===== config.mk =====
export PLATFORM = sky130hd
export DESIGN_NAME = uartTxHold
export DESIGN_NICKNAME = d
export VERILOG_FILES = /design/src/rtl/uartTxPkg.sv /design/src/rtl/uartTxData.sv /design/src/rtl/uartTxCtrl.sv /design/src/rtl/uartTxHold.sv
export SDC_FILE = /design/constraint.sdc
export NUM_CORES = 1
export LEC_CHECK = 0
export ABC_AREA = 1
export BUFFER_PORTS_ARGS = -buffer_cell sky130_fd_sc_hd__buf_2
export CAP_MARGIN = 30
export CORE_ASPECT_RATIO = 0.9
export CORE_MARGIN = 2
export CORE_UTILIZATION = 45
export DETAILED_ROUTE_END_ITERATION = 10
export PLACE_DENSITY = 0.71
export SYNTH_ARGS = -nofsm -noshare
export SYNTH_HDL_FRONTEND = slang
export SYNTH_SLANG_ARGS = --single-unit
export TNS_END_PERCENT = 10

===== constraint.sdc =====
create_clock -name clk -period 3.55 [get_ports clk]
set_input_delay 0.355 -clock clk [delete_from_list [all_inputs] [get_ports clk]]
set_output_delay 0.355 -clock clk [all_outputs]
set_load 0.02 [all_outputs]

===== src/rtl/uartTxPkg.sv =====
package uartTxPkg;
  typedef enum logic [2:0] {
    PH_IDLE,
    PH_START,
    PH_DATA,
    PH_PARITY,
    PH_STOP
  } phase_t;

  typedef struct packed {
    logic   load;   // move holding byte into the shifter
    logic   shift;  // a data bit has finished
    phase_t phase;  // what the line carries now
  } txStrobe_t;
endpackage


===== src/rtl/uartTxData.sv =====
module uartTxData
  import uartTxPkg::*;
#(
  parameter int DATA_W = 8
) (
  input  logic              clk,
  input  logic              rst,
  input  logic              wrStb,
  input  logic [DATA_W-1:0] wrData,
  input  logic [1:0]        charLen,
  input  logic              parOdd,
  input  logic              invIdle,
  input  txStrobe_t         strb,
  output logic              txOut
);
  localparam int MIN_BITS = 5;

  logic [DATA_W-1:0] holdData;
  logic [DATA_W-1:0] shiftReg;
  logic [DATA_W-1:0] lenMask;
  logic              parBit;

  always_comb begin
    for (int i = 0; i < DATA_W; i++) begin
      lenMask[i] = (i < MIN_BITS + int'(charLen));
    end
  end

  always_ff @(posedge clk) begin
    if (rst) begin
      holdData <= '0;
      shiftReg <= '0;
      parBit   <= 1'b0;
    end else begin
      if (strb.load) begin
        shiftReg <= holdData;
        parBit   <= (^(holdData & lenMask)) ^ parOdd;
      end else if (strb.shift) begin
        shiftReg <= shiftReg >> 1;
      end
      if (wrStb) begin
        holdData <= wrData;
      end
    end
  end

  always_comb begin
    unique case (strb.phase)
      PH_START:  txOut = 1'b0;
      PH_DATA:   txOut = shiftReg[0];
      PH_PARITY: txOut = parBit;
      default:   txOut = ~invIdle;
    endcase
  end
endmodule


===== src/rtl/uartTxCtrl.sv =====
module uartTxCtrl
  import uartTxPkg::*;
#(
  parameter int DATA_W = 8
) (
  input  logic      clk,
  input  logic      rst,
  input  logic      wrStb,
  input  logic [1:0] charLen,
  input  logic      parEn,
  input  logic [1:0] stopSel,
  input  logic      txEn,
  input  logic      ctsIn,
  input  logic      halfTick,
  output txStrobe_t strb,
  output logic      readyStart,
  output logic      readyDone
);
  localparam int IDX_W = (DATA_W > 1) ? $clog2(DATA_W) : 1;
  localparam int CNT_W = 3;

  phase_t           phase;
  logic [CNT_W-1:0] halfCnt;
  logic [CNT_W-1:0] needHalves;
  logic [CNT_W-1:0] frmHalves;
  logic [CNT_W-1:0] stopHalves;
  logic [IDX_W-1:0] bitIdx;
  logic [IDX_W-1:0] frmLast;
  logic [IDX_W-1:0] lastIdx;
  logic             frmPar;
  logic             holdValid;
  logic             latchedEn;
  logic             canLoad;
  logic             bitEnd;

  always_comb begin
    unique case (stopSel)
      2'd2:    stopHalves = CNT_W'(3);
      2'd3:    stopHalves = CNT_W'(4);
      default: stopHalves = CNT_W'(2);
    endcase
    lastIdx    = IDX_W'(4) + IDX_W'(charLen);
    needHalves = (phase == PH_STOP) ? frmHalves : CNT_W'(2);
    canLoad    = (phase == PH_IDLE) && holdValid && ctsIn && (txEn || latchedEn);
    bitEnd     = (phase != PH_IDLE) && halfTick && (halfCnt == needHalves - CNT_W'(1));
    strb.load  = canLoad;
    strb.shift = bitEnd && (phase == PH_DATA);
    strb.phase = phase;
  end

  always_ff @(posedge clk) begin
    if (rst) begin
      phase      <= PH_IDLE;
      halfCnt    <= '0;
      bitIdx     <= '0;
      frmLast    <= '0;
      frmPar     <= 1'b0;
      frmHalves  <= CNT_W'(2);
      holdValid  <= 1'b0;
      latchedEn  <= 1'b0;
      readyStart <= 1'b1;
      readyDone  <= 1'b1;
    end else begin
      if (canLoad) begin
        phase     <= PH_START;
        halfCnt   <= '0;
        frmLast   <= lastIdx;
        frmPar    <= parEn;
        frmHalves <= stopHalves;
      end else if (bitEnd) begin
        halfCnt <= '0;
        unique case (phase)
          PH_START: begin
            phase  <= PH_DATA;
            bitIdx <= '0;
            if (!holdValid) readyStart <= 1'b1;
          end
          PH_DATA: begin
            if (bitIdx == frmLast) phase <= frmPar ? PH_PARITY : PH_STOP;
            else                   bitIdx <= bitIdx + IDX_W'(1);
          end
          PH_PARITY: phase <= PH_STOP;
          PH_STOP: begin
            phase <= PH_IDLE;
            if (!holdValid) readyDone <= 1'b1;
          end
          default: phase <= PH_IDLE;
        endcase
      end else if (phase != PH_IDLE && halfTick) begin
        halfCnt <= halfCnt + CNT_W'(1);
      end

      if (wrStb) begin
        holdValid  <= 1'b1;
        latchedEn  <= txEn;
        readyStart <= 1'b0;
        readyDone  <= 1'b0;
      end else if (canLoad) begin
        holdValid <= 1'b0;
      end
    end
  end
endmodule


===== src/rtl/uartTxHold.sv =====
module uartTxHold
  import uartTxPkg::*;
#(
  parameter int DATA_W = 8
) (
  input  logic              clk,
  input  logic              rst,
  input  logic              wrStb,
  input  logic [DATA_W-1:0] wrData,
  input  logic [1:0]        charLen,
  input  logic              parEn,
  input  logic              parOdd,
  input  logic [1:0]        stopSel,
  input  logic              txEn,
  input  logic              invIdle,
  input  logic              txIrqEn,
  input  logic              ctsIn,
  input  logic              halfTick,
  output logic              txOut,
  output logic              readyStart,
  output logic              readyDone,
  output logic              txIrq
);
  txStrobe_t strb;

  uartTxCtrl #(.DATA_W(DATA_W)) u_ctrl (
    .clk        (clk),
    .rst        (rst),
    .wrStb      (wrStb),
    .charLen    (charLen),
    .parEn      (parEn),
    .stopSel    (stopSel),
    .txEn       (txEn),
    .ctsIn      (ctsIn),
    .halfTick   (halfTick),
    .strb       (strb),
    .readyStart (readyStart),
    .readyDone  (readyDone)
  );

  uartTxData #(.DATA_W(DATA_W)) u_data (
    .clk     (clk),
    .rst     (rst),
    .wrStb   (wrStb),
    .wrData  (wrData),
    .charLen (charLen),
    .parOdd  (parOdd),
    .invIdle (invIdle),
    .strb    (strb),
    .txOut   (txOut)
  );

  assign txIrq = txIrqEn && (readyStart || readyDone);
endmodule


==> qor.yml, run 1 <==
power:
  peakVddDrop_mv: 0.252
  power.density_nw_per_um2: 392
  power_uw: 873
  p_leak_nw: 0.952
placement:
  gp_congestion: 0.941
  pre_cts_ws_ns: 1.37
  dp_hpwl_um: 3090
  io_buffers: 25
yosys:
  synth_compound_area_frac: 0.128
  ys_ff_latch: 37
  synth_nets: 316
  synth_mux_area_frac: 0
  yosys.area_share.simple: 0.345
  syn_area_um2: 1990
  synth_cells: 291
  seq_area_frac_synth: 0.373
  synth-xor-area-share: 0.0441
  synth_warnings: 0
  synth_top_family_by_area: "simple AND/OR/NAND/NOR gates"
  synthAdderAreaFrac: 0.0189
  ys_types: 31
  postSynthAreaPerCell_um2: 6.82
clock_tree:
  ctsRootBufferMaster: "clkbuf_8"
  cts.clk_slew.worst_paths_ns: 0.07
  cts_buffer_depth: 2
  postCtsSetupRepairBufs: 0
  cts.htree.levels: 2
  cts_sinks: 37
  clk_latency_ns: 0.29
  cts_resized: 0
  cts_made_buffers: 5
  postCtsHoldBufs: 0
  cts_tree: "built"
sta:
  slew_viol_final: 0
  grt_setup_unrepaired: "no"
  post-route-period-util: 0.618
  final.setup.tns_ns: 0
  fin_crit_ns: 2.19
  postLayoutSetupSlackWorst_ns: 1.36
  timing.fmax_ghz: 0.456
  relSlewSlack: 0.611
  hold_violations: 0
  finClkSkew_ns: 0.00551
  setup_violations: 0
  worst_slew_pin_slew_ns: 0.583
setup_path:
  required_ns: 3.74
  slowest_delay_ns: 0.37
  r2r-start: "u_ctrl.phase[0]"
  slowest_stage: "dfxtp_1"
  worst-path-max-fanout: 14
  crit_type: "reg2reg"
  r2r-end: "u_data.shiftReg[3]"
  crit_chain: "nor2_4 -> nand2_2 -> nor2_1 -> ha_1 -> nand2_1 -> inv_1 -> nor2_1 -> nand3_1 -> nor2_4 -> nand3_2 -> nand2_4 -> nand2_1 -> nand2_1 -> nor2_1"
  start_kind: "flip-flop"
  worst-r2r-cell-count: 14
  cp.arrival_ns: 2.38
  rrSetupSlack_ns: 1.36
  critPathCaptureType: "flip-flop"
layout:
  antenna_cells: 0
  layout-drive-gt1-share: 0.149
  area_growth_pct: 12.2
  nNetsFinal: 340
  finish.utilization: 0.536
grt:
  grt_antenna_before_repair: 0
  grt_pass1_wl_um: 6960
  grt_util_met1: 0.279
  grt_pass1_vias: 1567
  grt_overflow: 0
  track_usage: 0.184
  grt_max_degree: 26
  grt_use_met3: 0.0363
  grt.busiest_layer: "met1"
  grt.met2_usage: 0.248
floorplanning:
  die_w_um: 74.0
  die_y_um: 67.0
  initial_core_util: 0.478
  core_area_um2: 4160
  boundaryPins: 26
  dieArea_um2: 4960
  rows: 22
min_path:
  min_path_cells: 2
  min_from: "stopSel[0]"
  hp-class: "in2reg"
  hold_end: "u_ctrl.frmHalves[0]"
routing:
  antenna_left: 0
  drc: 0
  via_per_inst: 4.83
  firstDrtPassIters: 4
  drtIter0Drc: 106
  vias: 1815
  routedWlPerCell_um: 10.7
  finalWirelength_um: 4010
job:
  maxCapViolCount: 0
outcome:
  outcome: "finished, final reports clean"
[layer usage]
layer | routed length, µm | share of wire
met5 | 0 | 0
met4 | 61 | 0.015
met3 | 241 | 0.060
met2 | 1510 | 0.38
met1 | 2200 | 0.55
[state kept, by name, indices dropped and copies added (netlist names)]
register           count
u_data.holdData        8
u_data.shiftReg        8
u_ctrl.bitIdx          3
u_ctrl.frmHalves       3
u_ctrl.frmLast         3
u_ctrl.halfCnt         3
u_ctrl.phase           3
u_ctrl.frmPar          1
u_ctrl.holdValid       1
u_ctrl.latchedEn       1
u_ctrl.readyDone       1
u_ctrl.readyStart      1
u_data.parBit          1
[cells in the mapped netlist (all sizes together)]
library cell	instances	area, µm²
a21oi	20	100
a22o	1	8.76
a22oi	1	7.51
buf	4	30.0
clkbuf	4	15.0
dfxtp	37	741
ha	3	37.5
inv	36	135
nand2	78	310
nand3	23	130
nand3b	2	27.5
nand4	1	6.26
nor2	43	194
nor3	2	10.0
nor3b	1	7.51
o21a	1	7.51
o21ai	20	100
o21bai	1	7.51
o22ai	1	6.26
o311ai	1	8.76
o31ai	1	7.51
xnor2	6	52.6
xor2	4	35.0
[layout by cell type (no fill, tap or decap), types with 2 or more instances in the layout]
master / count
nand2_1: 73
nor2_1: 38
dfxtp_1: 37
inv_1: 36
buf_2: 25
nand3_1: 20
a21oi_1: 20
o21ai_0: 18
xnor2_1: 6
clkbuf_8: 5
nor2_4: 4
nand2_2: 4
xor2_1: 4
nand3_2: 3
ha_1: 3
nor3_1: 2
o21ai_1: 2
clkinv_2: 2
[worst max-delay path by stage]
stage | startpoint | depth (start not counted) | slack (ns) | endpoint
after CTS | u_ctrl.phase[0] | 14 | 1.36 | u_data.shiftReg[3]
after detailed placement | u_ctrl.phase[0] | 14 | 1.37 | u_data.shiftReg[0]
after floorplan | u_ctrl.phase[0] | 15 | 1.51 | u_data.shiftReg[2]
after global placement | u_ctrl.phase[0] | 14 | 1.44 | u_data.shiftReg[0]
after global routing | u_ctrl.phase[1] | 14 | 1.17 | u_data.shiftReg[6]
final | u_ctrl.phase[0] | 14 | 1.36 | u_data.shiftReg[3]
[logic make-up after synthesis]
| group | after synthesis |
|---|---|
| flops | 37 |
| simple gates | 150 |
| buf+inv | 44 |
| xor+xnor | 10 |
| compound gates | 47 |
| fa+ha+maj | 3 |
[metrics by stage]
step	cell area, µm²	instances	hold slack (ns)
floorplan	1990	291	0.445
global placement	2140	368	0.464
detailed placement	2140	368	0.475
CTS	2230	376	0.258
global route	2230	376	0.264
finish	2230	376	0.266
[worst max-delay path: cells and delay by family, from the launching register on]
kind	cells	cell delay [ns]
fa+ha+maj	1	0.25
buf+inv	1	0.03
flops	1	0.37
simple gates	12	1.43
[layout make-up]
| cell class | count | area [µm²] |
|---|---|---|
| clock buffers | 5 | 68.8 |
| well taps | 60 | 75.1 |
| clock inverters | 3 | 17.5 |
| fillers | 414 | 1930 |
| flip-flops and latches | 37 | 741 |
| repair buffers | 25 | 125 |
| multi-input cells | 210 | 1060 |
| inverters | 36 | 135 |
[where the power goes]
group / internal [mW] / total (mW) / switching (mW)
Combinational: 0.0487 / 0.127 / 0.0787
Clock: 0.136 / 0.292 / 0.156
Sequential: 0.438 / 0.454 / 0.0162
(Power assumes the default switching activity.)
==> inputs of run 2 (changes only) <==
Clock period 3.55 ns to 2.24 ns, I/O delays scaled along.
==> qor.yml, run 2 (synthesis results as in run 1) <==
setup_path:
  worst-path-max-fanout: 7
  r2r-start: "u_ctrl.phase[0]"
  worst-r2r-cell-count: 13
  crit_type: "reg2reg"
  critPathCaptureType: "flip-flop"
  rrSetupSlack_ns: 0.19
  r2r-end: "u_data.shiftReg[0]"
  start_kind: "flip-flop"
  crit_path_start: "u_ctrl.phase[0]"
  cp.arrival_ns: 2.28
  cp-endpoint: "u_data.shiftReg[0]"
  required_ns: 2.47
floorplanning:
  rows: 22
  boundaryPins: 26
  core_area_um2: 4160
  initial_core_util: 0.478
  die_w_um: 74.0
  die_y_um: 67.0
  dieArea_um2: 4960
routing:
  firstDrtPassIters: 4
  via_per_inst: 4.73
  vias: 1797
  finalWirelength_um: 4120
  routedWlPerCell_um: 10.8
  drtIter0Drc: 63
  drc: 0
  antenna_left: 0
layout:
  final_common_cell: "nand2_1"
  area_growth_pct: 15.2
  num-fill-cells: 410
  antenna_cells: 0
  nNetsFinal: 344
  final_cell_mix: "73 x nand2_1, 38 x nor2_1, 36 x inv_1, 36 x dfxtp_1, 25 x buf_2"
  layout-drive-gt1-share: 0.159
  top_regs: "u_data.holdData (8), u_data.shiftReg (8)"
grt:
  track_usage: 0.194
  grt_max_degree: 21
  grt_pass1_wl_um: 7280
  grt_overflow: 0
  grt_pass1_vias: 1597
  grt_antenna_before_repair: 0
clock_tree:
  postCtsHoldBufs: 0
  cts_tree: "built"
  clk_latency_ns: 0.29
  cts_sinks: 37
  postCtsSetupRepairBufs: 0
  cts_buffer_depth: 2
  cts.clk_slew.worst_paths_ns: 0.07
  ctsRootBufferMaster: "clkbuf_8"
  cts.htree.levels: 2
  cts_made_buffers: 5
placement:
  gp_congestion: 0.931
  pre_cts_ws_ns: 0.201
  dp_hpwl_um: 3110
  io_buffers: 25
sta:
  fin_crit_ns: 2.05
  finClkSkew_ns: 0.00327
  grt_setup_unrepaired: "no"
  worst_slew_pin_slew_ns: 0.535
  relSlewSlack: 0.639
  hold_violations: 0
  timing.fmax_ghz: 0.488
  slew_viol_final: 0
  post-route-period-util: 0.914
  setup_violations: 0
  postLayoutSetupSlackWorst_ns: 0.192
  final.setup.tns_ns: 0
power:
  peakVddDrop_mv: 0.406
  power.density_nw_per_um2: 667
  p_leak_nw: 0.987
outcome:
  outcome: "finished, final reports clean"
job:
  maxCapViolCount: 0
min_path:
  hp-class: "in2reg"
[run 2: changes by cell type in the layout (fill, tap and decap cells not counted), sizes merged]
| cell | delta |
|---|---|
| clkinv | -2 |
| clkinvlp | -1 |
| buf | +3 |
| nand2 | +1 |
| bufinv | +1 |
| clkbuf | +2 |
[run 2: worst min path at each step]
stage / cells past startpoint / end / slack [ns] / start
floorplan: 1 / u_ctrl.frmHalves[0] / 0.33 / stopSel[0]
global placement: 2 / u_ctrl.frmHalves[0] / 0.43 / stopSel[0]
detailed placement: 3 / u_data.holdData[7] / 0.46 / wrData[7]
CTS: 2 / u_ctrl.frmHalves[0] / 0.15 / stopSel[0]
global route: 2 / u_ctrl.frmHalves[0] / 0.16 / stopSel[0]
finish: 2 / u_ctrl.frmHalves[0] / 0.15 / stopSel[0]
[run 2: metrics by stage]
stage	instance area, µm²	cells	power [mW]	hold WS (ns)	utilization
2_1_floorplan	1990	291	0.882	0.328	-
4_1_cts	2280	379	1.54	0.146	0.548
5_1_grt	2290	380	1.61	0.156	0.550
3_5_place_dp	2160	371	0.939	0.461	0.520
3_3_place_gp	2160	371	0.935	0.429	0.520
6_report	2290	380	1.52	0.149	0.550
[run 2: final cells by class]
| class | count | area [µm²] | area share |
|---|---|---|---|
| Clock buffer | 7 | 86.3 | 0.0377 |
| Clock inverter | 1 | 30.0 | 0.0131 |
| Timing Repair Buffer | 28 | 148 | 0.0646 |
| Sequential cell | 37 | 742 | 0.324 |
| Inverter | 36 | 135 | 0.0591 |
| Multi-Input combinational cell | 211 | 1070 | 0.468 |
| Tap cell | 60 | 75.1 | 0.0328 |
[run 2: timing repair]
action                     4_1_cts  5_1_grt
setup endpoints to repair        0        3
resized for setup                0        1
hold endpoints to repair         0        0
[run 2: metal layers]
layer  share of wire  wire length [µm]  up-vias  track usage
met5               0                 0        -            0
met4           0.019                79        0       0.0727
met3           0.041               170        9       0.0545
met2            0.39              1590       35        0.260
met1            0.55              2280      778        0.287
li1                -                 -      975            -
[run 2: critical path, stage by stage, from the launching register on]
cell	delay (ns)
dfxtp_2	0.36
nor2_4	0.21
nand2_2	0.10
nor2_1	0.12
ha_1	0.25
nand2_1	0.07
inv_1	0.03
nor2_1	0.11
nand3_1	0.13
nor2_4	0.15
nand3_2	0.12
nand2_2	0.18
nor2_1	0.06
nor2_1	0.09
[run 2: power breakdown]
| group | leakage [nW] | switching [mW] | internal [mW] |
|---|---|---|---|
| Combinational | 0.624 | 0.125 | 0.0802 |
| Sequential | 0.304 | 0.0257 | 0.695 |
| Clock | 0.0585 | 0.236 | 0.363 |
